File: config.mk
export PLATFORM = sky130hd
export DESIGN_NAME = swm_top
export DESIGN_NICKNAME = d
export VERILOG_FILES = /design/src/rtl/swm_pkg.sv /design/src/rtl/swm_low_qual.sv /design/src/rtl/swm_host_fsm.sv /design/src/rtl/swm_dev_ctl.sv /design/src/rtl/swm_top.sv
export SDC_FILE = /design/constraint.sdc
export NUM_CORES = 1
export LEC_CHECK = 0
export ABC_AREA = 1
export BUFFER_PORTS_ARGS = -buffer_cell sky130_fd_sc_hd__buf_2
export CORE_MARGIN = 3
export CORE_UTILIZATION = 55
export CTS_CLUSTER_DIAMETER = 120
export CTS_CLUSTER_SIZE = 14
export DETAILED_ROUTE_END_ITERATION = 7
export GPL_ROUTABILITY_DRIVEN = 0
export PLACE_DENSITY = 0.77
export SKIP_LAST_GASP = 1
export SYNTH_ARGS = -nofsm -noshare
export SYNTH_HDL_FRONTEND = slang
export SYNTH_HIERARCHICAL = 1
export SYNTH_SLANG_ARGS = --single-unit
File: constraint.sdc
create_clock -name clk_i -period 1.65 [get_ports clk_i]
set_input_delay 0.0825 -clock clk_i [delete_from_list [all_inputs] [get_ports clk_i]]
set_output_delay 0.0825 -clock clk_i [all_outputs]
set_load 0.05 [all_outputs]
File: src/rtl/swm_pkg.sv
package swm_pkg;
  localparam logic [15:0] CODE_OPER = 16'h0680;
  localparam logic [15:0] CODE_SUSP = 16'h06C0;

  typedef enum logic [1:0] {
    HS_OPER = 2'd0,
    HS_SUSP = 2'd1,
    HS_WAKE = 2'd2
  } host_st_e;
endpackage

File: src/rtl/swm_low_qual.sv
module swm_low_qual #(
  parameter int MIN_LOW_CYC = 3,
  parameter int SYNC_STAGES = 2
) (
  input  logic clk_i,
  input  logic rst_ni,
  input  logic pin_ni,
  output logic fire_o
);
  localparam int CW = $clog2(MIN_LOW_CYC + 1);

  logic [SYNC_STAGES-1:0] sync_q;
  logic [CW-1:0]          run_q;
  logic                   low;

  always_ff @(posedge clk_i or negedge rst_ni) begin
    if (!rst_ni) sync_q <= '1;
    else         sync_q <= {sync_q[SYNC_STAGES-2:0], pin_ni};
  end

  assign low = ~sync_q[SYNC_STAGES-1];

  // saturating count of consecutive low samples
  always_ff @(posedge clk_i or negedge rst_ni) begin
    if (!rst_ni)                        run_q <= '0;
    else if (!low)                      run_q <= '0;
    else if (run_q != CW'(MIN_LOW_CYC)) run_q <= run_q + 1'b1;
  end

  assign fire_o = low && (run_q == CW'(MIN_LOW_CYC - 1));

  generate
    if (MIN_LOW_CYC >= 2) begin : g_chk

      low_run_chk: assert property (@(posedge clk_i) disable iff (!rst_ni)
        fire_o |-> (!sync_q[SYNC_STAGES-1] && $past(!sync_q[SYNC_STAGES-1])));
    end
  endgenerate
endmodule

File: src/rtl/swm_host_fsm.sv
module swm_host_fsm
  import swm_pkg::*;
#(
  parameter int WAKE_WIN_CYC = 500000
) (
  input  logic        clk_i,
  input  logic        rst_ni,
  input  logic        wr_i,
  input  logic [15:0] wdata_i,
  input  logic        wake_i,
  output logic        suspended_o
);
  localparam int WW = $clog2(WAKE_WIN_CYC);

  host_st_e      st_q, st_d;
  logic          armed_q;
  logic [WW-1:0] win_q;
  logic          wr_oper, wr_susp, win_end;

  assign wr_oper = wr_i && (wdata_i == CODE_OPER);
  assign wr_susp = wr_i && (wdata_i == CODE_SUSP);
  assign win_end = (win_q == WW'(WAKE_WIN_CYC - 1));

  always_comb begin
    st_d = st_q;
    unique case (st_q)
      HS_OPER: if (wr_susp && armed_q) st_d = HS_SUSP;
      HS_SUSP: if (wake_i)             st_d = HS_WAKE;
      HS_WAKE: if (wr_oper)            st_d = HS_OPER;
               else if (win_end)       st_d = HS_SUSP;
      default:                         st_d = HS_OPER;
    endcase
  end

  always_ff @(posedge clk_i or negedge rst_ni) begin
    if (!rst_ni) begin
      st_q    <= HS_OPER;
      armed_q <= 1'b0;
      win_q   <= '0;
    end else begin
      st_q <= st_d;
      if (wr_i) armed_q <= wr_oper;
      if (st_q == HS_WAKE) win_q <= win_q + 1'b1;
      else                 win_q <= '0;
    end
  end

  assign suspended_o = (st_q == HS_SUSP);


  cmd_seq_chk: assert property (@(posedge clk_i) disable iff (!rst_ni)
    (st_q == HS_OPER && wr_susp && armed_q) |=> suspended_o);

  wake_entry_chk: assert property (@(posedge clk_i) disable iff (!rst_ni)
    (st_q == HS_SUSP && wake_i) |=> (st_q == HS_WAKE));

  win_expire_chk: assert property (@(posedge clk_i) disable iff (!rst_ni)
    (st_q == HS_WAKE && win_end && !wr_oper) |=> suspended_o);

  win_cancel_chk: assert property (@(posedge clk_i) disable iff (!rst_ni)
    (st_q == HS_WAKE && wr_oper) |=> (st_q == HS_OPER));

  no_wake_when_oper_chk: assert property (@(posedge clk_i) disable iff (!rst_ni)
    (st_q == HS_OPER) |=> (st_q != HS_WAKE));
endmodule

File: src/rtl/swm_dev_ctl.sv
module swm_dev_ctl (
  input  logic clk_i,
  input  logic rst_ni,
  input  logic suspend_req_i,
  input  logic wake_i,
  output logic suspended_o
);
  logic susp_q;

  always_ff @(posedge clk_i or negedge rst_ni) begin
    if (!rst_ni)                      susp_q <= 1'b0;
    else if (susp_q && wake_i)        susp_q <= 1'b0;
    else if (!susp_q && suspend_req_i) susp_q <= 1'b1;
  end

  assign suspended_o = susp_q;


  dev_wake_chk: assert property (@(posedge clk_i) disable iff (!rst_ni)
    (susp_q && wake_i) |=> !suspended_o);
endmodule

File: src/rtl/swm_top.sv
module swm_top #(
  parameter int MIN_LOW_CYC  = 3,
  parameter int WAKE_WIN_CYC = 500000
) (
  input  logic        clk_i,
  input  logic        rst_ni,
  input  logic        reg_wr_i,
  input  logic [15:0] reg_wdata_i,
  input  logic        host_wake_ni,
  input  logic        cs_ni,
  input  logic        port_resume_i,
  input  logic        dev_suspend_req_i,
  input  logic        dev_wake_ni,
  output logic        host_suspended_o,
  output logic        dev_suspended_o,
  output logic        clk_pll_en_o
);
  localparam int NPIN = 3;

  logic [NPIN-1:0] pins_n, fire;
  logic            host_wake;

  assign pins_n = {dev_wake_ni, cs_ni, host_wake_ni};

  generate
    for (genvar i = 0; i < NPIN; i++) begin : g_qual
      swm_low_qual #(.MIN_LOW_CYC(MIN_LOW_CYC)) u_qual (
        .clk_i  (clk_i),
        .rst_ni (rst_ni),
        .pin_ni (pins_n[i]),
        .fire_o (fire[i])
      );
    end
  endgenerate

  assign host_wake = fire[0] | fire[1] | port_resume_i;

  swm_host_fsm #(.WAKE_WIN_CYC(WAKE_WIN_CYC)) u_host (
    .clk_i       (clk_i),
    .rst_ni      (rst_ni),
    .wr_i        (reg_wr_i),
    .wdata_i     (reg_wdata_i),
    .wake_i      (host_wake),
    .suspended_o (host_suspended_o)
  );

  swm_dev_ctl u_dev (
    .clk_i         (clk_i),
    .rst_ni        (rst_ni),
    .suspend_req_i (dev_suspend_req_i),
    .wake_i        (fire[2]),
    .suspended_o   (dev_suspended_o)
  );

  assign clk_pll_en_o = ~(host_suspended_o & dev_suspended_o);


  clk_on_when_dev_awake_chk: assert property (@(posedge clk_i) disable iff (!rst_ni)
    !dev_suspended_o |-> clk_pll_en_o);

  dev_req_keeps_host_chk: assert property (@(posedge clk_i) disable iff (!rst_ni)
    (dev_suspend_req_i && !reg_wr_i && !host_wake) |=> $stable(host_suspended_o));
endmodule

# Word-level counts from Yosys, hierarchy flattened

Index checks and enable logic that the tools add are counted.

Register bits: 35
Word-level logic and storage cells: 64

$add $sub $neg: 4
Equality and inequality tests: 14
Multiplexer cells: 14
Bitwise operators: 7
Reduce and logical (&&, ||, !) cells: 15

Operator list:

| operator                | number |
|---|---|
| $eq A16 B11 Y1 const B  | 2 |
| $mux W2                 | 10 |
| $add A19 B1 Y19 const B | 1 |
| $eq A19 B19 Y1 const B  | 1 |
| $mux W19                | 1 |
| $eq A2 B2 Y1 const B    | 4 |
| $logic_and A1 B1 Y1     | 8 |
| $reduce_bool A2 Y1      | 4 |
| $add A2 B1 Y2 const B   | 3 |
| $ne A2 B2 Y1 const B    | 3 |
| $pmux W2 S3             | 1 |
| $ne A2 B1 Y1 const B    | 2 |
| $not A1 Y1              | 4 |
| $ne A3 B1 Y1 const B    | 1 |
| $reduce_and A3 Y1       | 1 |
| $eq A2 B1 Y1 const B    | 1 |
| $logic_not A2 Y1        | 1 |
| $mux W1                 | 2 |
| $or A1 B1 Y1            | 2 |
| $and A1 B1 Y1           | 1 |
| $logic_not A1 Y1        | 1 |

# Depth between registers and ports, before layout

Depth after elaboration: 6
Gate-level depth with buffers: 10
Depth with buffers taken out: 10

# By module

Netlist, hierarchy kept.

By module, submodules not included:

| module       | times used | cells an instance | area an instance (sq um) |
|---|---|---|---|
| swm_host_fsm | 1          | 196               | 1338.8 |
| swm_low_qual | 3          | 18                | 177.7 |
| swm_dev_ctl  | 1          | 6                 | 43.8 |
| swm_top      | 1          | 4                 | 15.0 |

# Least setup slack after synthesis

Ideal clock, no wire load.

Kind: reg-to-output
Start point: register u_host.st_q[0]
End point: output port clk_pll_en_o
Data arrival time: 1.693 ns
Path slack: -0.126 ns
Cell stages (with the launch flop): 4
Cells stage by stage: dfrtp_1 inv_1 nor2_1 nand2_1

Longest elaborated chain between the ends: 3

Ends and longest elaborated chain:

| item                   | line               | source |
|---|---|---|
| start, declared        | swm_host_fsm.sv:15 | `host_st_e st_q, st_d;` |
| start signal, assigned | swm_host_fsm.sv:41 | `st_q <= st_d;` |
| $eq A2 B1 Y1           | swm_host_fsm.sv:48 | `assign suspended_o = (st_q == HS_SUSP);` |
| net host_suspended_o   | swm_top.sv:14      | `output logic host_suspended_o,` |
| $and A1 B1 Y1          | swm_top.sv:55      | `assign clk_pll_en_o = ~(host_suspended_o & dev_suspended_o);` |
| $not A1 Y1             | swm_top.sv:55      |  |
| end, declared          | swm_top.sv:16      | `output logic clk_pll_en_o` |

The timed path passes the listed nets, and every way through them passes these cells.

# Worst setup path in the final report

Start point: register u_host.win_q[0]
End point: register u_host.win_q[14]

Longest elaborated chain between the ends: 2

Ends and longest elaborated chain:

| item                   | line               | source |
|---|---|---|
| start, declared        | swm_host_fsm.sv:17 | `logic [WW-1:0] win_q;` |
| start signal, assigned | swm_host_fsm.sv:43 | `if (st_q == HS_WAKE) win_q <= win_q + 1'b1;` |
| $add A19 B1 Y19        | swm_host_fsm.sv:43 |  |
| $mux W19               | swm_host_fsm.sv:43 |  |

No other way between the ends.
A chain may end at the register's enable or synchronous reset.

==> results.cfg <==
[outcome]
outcome = complete, no violations

[timing]
slew_headroom_pct = 50.6
tightest_slew_ns = 0.741
hold_viol = 0
fmax_mhz = 680
whs_ns = 0.0936
finClkSkew_ns = 0.0114
finalMaxSlewViolations = 0
rsz0062_at_grt = false
setup_violations = 0
period_needed_ns = 1.47
fin_crit_sh_pct = 89.1
finalSetupTns_ns = 0

[synth]
syn_area_um2 = 1930
synth_cell_types = 24
syn-num-nets = 291
ys_warn_count = 6
synth_xor_area_share_pct = 1.81
synth-seq-area-share_pct = 45.8
async_flop_share_pct = 100
syn-instance-count = 260
synth_compound_area_share_pct = 4.34
synth_simple_gate_area_share_pct = 34.2
synthMuxAreaShare_pct = 0
synth_edf_count = 0
synth-seq-cells = 35
synth_top_family_by_area = simple AND/OR/NAND/NOR gates
synth_flop_cell = dfrtp_1
syn_area_per_cell_um2 = 7.43
synthAdderAreaFrac_pct = 4.54

[global_routing]
gr-total-overflow = 0
grt_pass1_vias = 1598
grt_max_degree = 36
grt_usage_pct = 20.7
antenna_found_initial = 0
grt_first_pass_wirelength_um = 6670

[drt]
dr.pass1.iters = 4
totalWireLength_um = 3810
detail-route-antenna-nets = 0
avgViaCountPerCell = 4.90
drt_iter0_drc = 76
wl_per_cell_um = 11.1
vias = 1687
drt_drc_violations_left = 0

[critical_path]
start_kind = flip-flop
path_cells = ha_2, nand2_1, nor2_2, nand2_1, nor2_4, nand2_1, nor2_2, nand2_1, nand2_1, nor2_1
r2r_setup_slack_ns = 0.18
required_ns = 1.89
worst_path_most_repeated_cell = nand2_1
reg2reg_depth = 10
slowest_stage = dfrtp_1
crit_type = reg -> reg
timing.rr.start = u_host/win_q[0]
cpPeakStageDelay_ns = 0.38
crit_fanout = 4
worstPathArrival_ns = 1.71
crit_end = u_host/win_q[14]
cp-end-kind = flip-flop
regToRegEndpoint = u_host/win_q[14]
crit_path_start = u_host/win_q[0]

[floorplan]
dieArea_um2 = 4260
die_w_um = 65.2
die_y_um = 65.2
core_area_um2 = 3200
initial_core_util_pct = 60.3
ioPinCount = 27
placementRows = 20

[clocking]
clock_tree.root_cell = clkbuf_4
htreeDepth = 2
cts_tree = built
insertion_delay_ns = 0.34
cts.clk_slew.worst_paths_ns = 0.11
post_cts_buffers = 0
clockBufferDepth = 2
cts_buffers = 5
cts_sinks = 35

[power_and_ir_drop]
peakVddDrop_uv = 745
power_density_nw_per_um2 = 996
p_leak_nw = 1.10

[layout]
nNetsFinal = 330
diodes = 0
stdcell_count = 344
layout-drive-gt1-share_pct = 20.3
area_growth_pct = 18.7

[hold_path]
hold_path_depth = 6
worstHoldPathType = in -> reg

[place]
dp_hpwl_um = 2800
port-buffer-count = 26
dp.cells = 330

[job]
maxCapViolCount = 0
[stage by stage]
stage	setup slack [ns]	utilization [%]	power, mW	area (µm²)
floorplan	0.218	-	1.37	1930
global placement	0.242	66.2	1.51	2120
detailed placement	0.160	66.2	1.53	2120
CTS	0.151	71.3	2.31	2280
global route	0.0112	71.6	2.45	2290
finish	0.180	71.6	2.28	2290
[cells in the final DEF (no fill, tap or decap), drive strengths merged]
master	instances
dfstp	6
nand2	57
xnor2	1
xor2	3
a211oi	1
nor2	53
clkbuf	6
o21ai	7
a21oi	7
nor3	11
inv	46
dlygate4sd3	6
nand4	2
buf	27
bufinv	2
nand3	25
clkinv	1
nand3b	2
a31oi	1
ha	7
dfrtp	29
[repair_timing]
action	in CTS	in global routing
resized for setup	0	3
endpoints found under the hold margin	34	0
setup endpoints to repair	0	2
hold buffers	6	0
[metal layers]
layer | wire, µm | GRT usage, % | part of all wire (%)
met5 | 0 | 0 | 0
met4 | 67 | 8.03 | 1.8
met3 | 279 | 5.64 | 7.3
met2 | 1730 | 34.5 | 46
met1 | 1730 | 25.4 | 45
[synthesized netlist by cell type, types with 3 or more instances]
cell type  count  area, µm²
inv_1         38        143
inv_2          8       30.0
nor3_1        10       50.1
nand2_1       54        203
dfrtp_1       29        726
nor2_2         5       31.3
o21ai_0        5       25.0
nand2_2        3       18.8
ha_1           7       87.6
dfstp_2        6        158
a21oi_1        7       35.0
nand3_1       25        125
xor2_1         3       26.3
nor2_1        47        176
[state kept, by name (all words and copies together), names as in the netlist]
signal / cells
g_qual.u_qual/run_q: 6
u_host/armed_q: 1
u_host/win_q: 19
u_host/st_q: 2
u_dev/suspended_o: 1
g_qual.u_qual/sync_q: 6
[logic make-up after synthesis]
| family | count (synthesis) |
|---|---|
| fa+ha+maj | 7 |
| flops | 35 |
| xor+xnor | 4 |
| buf+inv | 48 |
| compound gates | 16 |
| simple gates | 150 |
[worst min-delay path by stage]
stage                        from                   endpoint  slack (ns)
finish              port_resume_i             u_host/st_q[0]        0.09
global route        port_resume_i             u_host/st_q[0]        0.07
CTS                 port_resume_i             u_host/st_q[0]        0.08
detailed placement         rst_ni  g_qual[0].u_qual/run_q[0]        0.19
global placement           rst_ni  g_qual[0].u_qual/run_q[0]        0.19
floorplan                  rst_ni  g_qual[0].u_qual/run_q[0]       -0.21
[critical path: cells and delay by family (launching register included)]
kind / cells / cell delay [ns]
simple gates: 9 / 0.79
flops: 1 / 0.38
fa+ha+maj: 1 / 0.21
[cell type report]
class | instances | area (µm²)
timing repair buffer | 33 | 198
tap | 44 | 55.1
clock inverter | 2 | 60.1
sequential | 35 | 883
multi-input combinational | 177 | 878
inverter | 47 | 176
fill | 276 | 911
clock buffer | 6 | 41.3
[report_power, final]
group	internal (mW)	total (mW)	leakage [nW]	switching (mW)
Clock	0.473	0.756	0.0525	0.284
Combinational	0.165	0.526	0.591	0.361
Sequential	0.940	1.00	0.456	0.0615
Total	1.58	2.28	1.10	0.706
(Power assumes the default switching activity.)
